--- src/rtl/pixsel_pkg.sv ---
package pixsel_pkg;

    localparam int HALF_W = 16;

    typedef enum logic [1:0] {
        OCC_NONE = 2'd0,
        OCC_ONE  = 2'd1,
        OCC_MANY = 2'd2
    } occ_e;

    function automatic occ_e classify(input logic [HALF_W-1:0] bits);
        logic [1:0] seen;
        seen = 2'd0;
        for (int i = 0; i < HALF_W; i++) begin
            if (bits[i]) begin
                seen = (seen == 2'd0) ? 2'd1 : 2'd2;
            end
        end
        unique case (seen)
            2'd0:    return OCC_NONE;
            2'd1:    return OCC_ONE;
            default: return OCC_MANY;
        endcase
    endfunction

endpackage

--- src/rtl/pixsel_chain.sv ---
module pixsel_chain #(
    parameter int LEN = 32
) (
    input  logic           clk_sh,
    input  logic           rst_n,
    input  logic           ser_in,
    output logic [LEN-1:0] cells,
    output logic           ser_out
);

    always_ff @(posedge clk_sh or negedge rst_n) begin
        if (!rst_n) begin
            cells <= '0;
        end else begin
            cells <= {ser_in, cells[LEN-1:1]};
        end
    end

    assign ser_out = cells[0];

endmodule

--- src/rtl/pixsel_gate.sv ---
module pixsel_gate #(
    parameter int LEN = 32
) (
    input  logic [LEN-1:0] cells,
    input  logic           sel_en,
    output logic [LEN-1:0] sel_out
);

    for (genvar g = 0; g < LEN; g++) begin : g_and
        assign sel_out[g] = cells[g] & sel_en;
    end

endmodule

--- src/rtl/pixsel_occ.sv ---
module pixsel_occ
    import pixsel_pkg::*;
(
    input  logic [HALF_W-1:0] bits,
    output occ_e              occ
);

    always_comb begin
        occ = classify(bits);
    end

endmodule

--- src/rtl/pixsel_sr.sv ---
module pixsel_sr
    import pixsel_pkg::*;
#(
    parameter int LEN = 32
) (
    input  logic           clk_sh,
    input  logic           rst_n,
    input  logic           ser_in,
    input  logic           sel_en,
    output logic [LEN-1:0] sel_out,
    output logic           ser_out,
    output logic           col_onehot,
    output logic           row_onehot,
    output logic           single_pixel,
    output logic           multi_select
);

    localparam int NUM_HALF = LEN / HALF_W;

    logic [LEN-1:0] cells;
    occ_e           half_occ [NUM_HALF];
    logic [NUM_HALF-1:0] half_many;

    pixsel_chain #(.LEN(LEN)) chain_i (
        .clk_sh (clk_sh),
        .rst_n  (rst_n),
        .ser_in (ser_in),
        .cells  (cells),
        .ser_out(ser_out)
    );

    pixsel_gate #(.LEN(LEN)) gate_i (
        .cells  (cells),
        .sel_en (sel_en),
        .sel_out(sel_out)
    );

    for (genvar h = 0; h < NUM_HALF; h++) begin : g_half
        pixsel_occ occ_i (
            .bits(cells[h*HALF_W +: HALF_W]),
            .occ (half_occ[h])
        );
        assign half_many[h] = (half_occ[h] == OCC_MANY);
    end

    assign col_onehot = (half_occ[0] == OCC_ONE);

    if (NUM_HALF > 1) begin : g_rows
        assign row_onehot = (half_occ[1] == OCC_ONE);
    end else begin : g_no_rows
        assign row_onehot = 1'b1;
    end

    assign single_pixel = col_onehot & row_onehot;
    assign multi_select = |half_many;

endmodule

--- config.mk ---
export PLATFORM = sky130hd
export DESIGN_NAME = pixsel_sr
export DESIGN_NICKNAME = d
export VERILOG_FILES = /design/src/rtl/pixsel_pkg.sv /design/src/rtl/pixsel_chain.sv /design/src/rtl/pixsel_gate.sv /design/src/rtl/pixsel_occ.sv /design/src/rtl/pixsel_sr.sv
export SDC_FILE = /design/constraint.sdc
export NUM_CORES = 1
export LEC_CHECK = 0
export ABC_AREA = 1
export BUFFER_PORTS_ARGS = -buffer_cell sky130_fd_sc_hd__buf_2
export CORE_MARGIN = 4
export CORE_UTILIZATION = 38
export DETAILED_ROUTE_END_ITERATION = 8
export SYNTH_ARGS = -nofsm -noshare
export SYNTH_HDL_FRONTEND = slang
export SYNTH_HIERARCHICAL = 1
export SYNTH_SLANG_ARGS = --single-unit
--- constraint.sdc ---
create_clock -name clk_sh -period 3.2 [get_ports clk_sh]
set_input_delay 0.64 -clock clk_sh [delete_from_list [all_inputs] [get_ports clk_sh]]
set_output_delay 0.64 -clock clk_sh [all_outputs]
set_load 0.03 [all_outputs]
==> flow_summary.rst <==
.. list-table::
   :header-rows: 1

   * - Metric
     - Value
   * - Total track usage
     - 12.93%
   * - Final clock period utilization by the worst path
     - 119.5%
   * - Count of pins over their slew limit
     - 0
   * - Shortest clock period the worst path allows after layout
     - 3.824 ns
   * - Setup repair after global routing missed its margin
     - true
   * - Number of antenna violations at the first check in global routing
     - 0
   * - WP data arrival
     - 3.18 ns
   * - Top cell by count, worst path
     - sky130_fd_sc_hd__nand2_1
   * - Die span in x
     - 85.56 um
   * - Count of yosys warnings during synthesis
     - 6
   * - Worst supply voltage drop on vdd
     - 0.0002380 V
   * - CTS Root Cell
     - sky130_fd_sc_hd__clkbuf_8
   * - Count of hold-fix buffers inserted at cts
     - 0
   * - Reg clk slew, reported paths
     - 0.07 ns
   * - Crit path launch type
     - register
   * - Maximum fanout along the worst path
     - 4
   * - Portion of total power attributed to combinational logic
     - 28.9%
   * - Cell taking the most area after synthesis
     - sky130_fd_sc_hd__dfrtp_1
   * - Post-Synthesis Cells
     - 354
   * - Final setup slack of the worst path
     - -0.6239 ns
   * - CP Capture Type
     - output port
   * - DPL Wire Length
     - 3371 um
   * - Layout filler cell count
     - 572
   * - Total gr overflow
     - 0
   * - Area added between synthesis and finish
     - 35.36%
   * - Largest registers ranked by flip-flop count
     - chain_i/cells: 32 flops
   * - Normalized max-slew margin
     - 54.96%
   * - Biggest cell delay along the critical path
     - 0.40 ns
   * - Vertical die dimension
     - 85.56 um
   * - Sequential cell fraction of total power
     - 37.2%
   * - DRC errors left
     - 0
   * - Total vias in the final route
     - 2225
   * - Worst Tran Pin Value
     - 0.6755 ns
   * - Post-layout nets
     - 421
   * - Pin count of the biggest net entering global routing
     - 33
   * - Average cell area after synthesis
     - 6.457 um2
   * - Drt first-iter violations
     - 55
   * - Effective utilization at floorplan
     - 40.28%
   * - Final antenna diode count
     - 0
   * - Clock Latency Late Sink
     - 0.27 ns
   * - Leading cell types in the layout, fill and taps excluded
     - sky130_fd_sc_hd__nand2_1, sky130_fd_sc_hd__inv_1, sky130_fd_sc_hd__nand2_2, sky130_fd_sc_hd__buf_2, sky130_fd_sc_hd__dfrtp_1
   * - Synthesized net count
     - 362
   * - Fraction of final layout cells sized beyond drive strength 1
     - 41.06%
   * - Number of iterations in the first detailed-routing pass
     - 4
   * - Number of levels the H-tree was split into
     - 2
   * - Cell area after synthesis
     - 2286 um2
   * - Status
     - complete, but fails checks
   * - Share of synthesized area occupied by flip-flops and latches
     - 35.03%
   * - Total Power
     - 1.223 mW
   * - Share of Yosys cell area claimed by the top area cell type
     - 35.03%
   * - Violations in the final reports
     - negative setup slack
   * - Pleak
     - 1.931 nW
   * - Num Clock Sinks
     - 32
   * - Number of buffers inserted by port buffering
     - 40
   * - Kind of cell with the highest combined delay on the critical path
     - simple AND/OR/NAND/NOR gates
   * - Aggregate routed wire length
     - 4941 um
   * - Design internal power
     - 822.2 uW
   * - Clock skew
     - 0.004297 ns
   * - Cells taking the most area after synthesis
     - sky130_fd_sc_hd__dfrtp_1, sky130_fd_sc_hd__nand2_1, sky130_fd_sc_hd__inv_1, sky130_fd_sc_hd__nand2_2, sky130_fd_sc_hd__nand3_1
   * - Routability congestion estimate
     - 0.7970
   * - Number of synthesized register bits
     - 32
   * - Final hold slack
     - 0.3927 ns
   * - Top reg by flops
     - chain_i/cells
   * - Row cnt
     - 27
   * - Slowest CP cell
     - sky130_fd_sc_hd__dfrtp_1
   * - Via count of the first global-routing pass
     - 1957
   * - CTS buffer count
     - 5
   * - Number of buffers and inverters on the critical path
     - 4
   * - Core footprint
     - 5675 um2
   * - Max-cap violation count
     - 0
   * - Number of distinct library cells after synthesis
     - 18
   * - Switch share
     - 32.78%
   * - Clock tree from TritonCTS
     - yes
   * - Max Root-Sink Buffers
     - 2
   * - Antenna-violating nets left
     - 0
   * - Hold Vio Cnt, Final
     - 0
   * - Clock share of power
     - 33.9%
   * - Power Density
     - 395.3 nW/um2
   * - Most frequent standard cell in the layout excluding fill and tap cells
     - sky130_fd_sc_hd__nand2_1
   * - Routed len/inst
     - 10.17 um
   * - Number of flip-flops under the largest register name
     - 32
   * - Detailed-route vias per instance
     - 4.578
   * - Highest clock rate
     - 261.5 MHz
   * - Critical path type
     - reg -> out
   * - Count of final setup violators
     - 4
   * - Worst hold path type
     - in -> async
   * - Floorplan die area
     - 7321 um2
   * - Number of top-level design ports
     - 41
   * - Critical path data required time
     - 2.56 ns
   * - Reported net switching power
     - 401.0 uW
   * - Final core utilization
     - 54.52%
   * - First-pass GRT wire length
     - 7976 um
## Yosys cell counts
master and n:
sky130_fd_sc_hd__a21oi_1 2, sky130_fd_sc_hd__a21oi_2 4, sky130_fd_sc_hd__buf_4 1, sky130_fd_sc_hd__buf_6 3
sky130_fd_sc_hd__clkinv_2 1, sky130_fd_sc_hd__dfrtp_1 32, sky130_fd_sc_hd__ha_1 4, sky130_fd_sc_hd__inv_1 86
sky130_fd_sc_hd__inv_2 3, sky130_fd_sc_hd__nand2_1 130, sky130_fd_sc_hd__nand2_2 34, sky130_fd_sc_hd__nand2_4 1
sky130_fd_sc_hd__nand3_1 26, sky130_fd_sc_hd__nand3_2 1, sky130_fd_sc_hd__nand4_1 18, sky130_fd_sc_hd__nor2_1 4
sky130_fd_sc_hd__nor2_2 3, sky130_fd_sc_hd__nor2_4 1
## per-stage QoR
stage	cell area [um2]	TNS (ns)	instances	worst slack [ns]
2_1_floorplan	2323	-0.3614	354	-0.1543
3_3_place_gp	2629	-1.077	470	-0.3181
3_5_place_dp	2629	-1.195	470	-0.3339
4_1_cts	2841	-2.210	482	-0.5806
5_1_grt	3094	-3.440	486	-0.8951
6_report	3094	-2.354	486	-0.6239
## cells by family after synthesis
logic type | count (synthesis) | synth area share [%]
DFF | 32 | 35.03
buffers and inverters | 94 | 16.64
adders and majority gates | 4 | 2.189
AOI/OAI and AO/OA | 6 | 1.970
and+or+nand+nor | 218 | 44.17
## path summary, 6_finish.rpt
check	end	from	slack, ns	depth (start not counted)
hold / removal	chain_i/cells[22]	rst_n	0.39	1
setup / recovery	single_pixel	chain_i/cells[17]	-0.62	32
hold reg to reg	chain_i/cells[20]	chain_i/cells[21]	0.43	0
setup reg to reg	chain_i/cells[0]	chain_i/cells[1]	2.43	2
max in group asynchronous	chain_i/cells[0]	rst_n	2.33	1
min in group clk_sh	chain_i/cells[20]	chain_i/cells[21]	0.43	0
## timing repair
action / in CTS / in global routing
cloned: 0 / 0
pin swaps: 14 / 31
setup buffers: 4 / 4
gates resized for setup: 18 / 58
endpoints found under the setup margin: 4 / 4
hold endpoints to repair: 0 / 0
## final cells by class
type	instances	area, um2	share of cell area, %
Multi-Input combinational cell	228	1391	44.97
Sequential cell	32	802.0	25.92
Timing Repair Buffer	56	345.3	11.16
Inverter	90	339.1	10.96
Clock buffer	7	96.34	3.114
Tap cell	72	90.09	2.911
Clock inverter	1	30.03	0.9705
## routing by layer
layer	wire length (um)	global-route usage, %	up-vias
met5	0	0	-
met2	2412	22.74	34
met3	204	2.690	4
met4	51	3.453	0
met1	2272	16.03	1016
li1	-	-	1171
## power by group through the flow
stage	clock network, mW	logic, mW	registers, mW
floorplan	0	0.228	0.454
detailed placement	0	0.290	0.460
CTS	0.427	0.306	0.453
global placement	0	0.286	0.460
finish	0.414	0.353	0.456
global route	0.449	0.393	0.460
(Power assumes the default switching activity.)
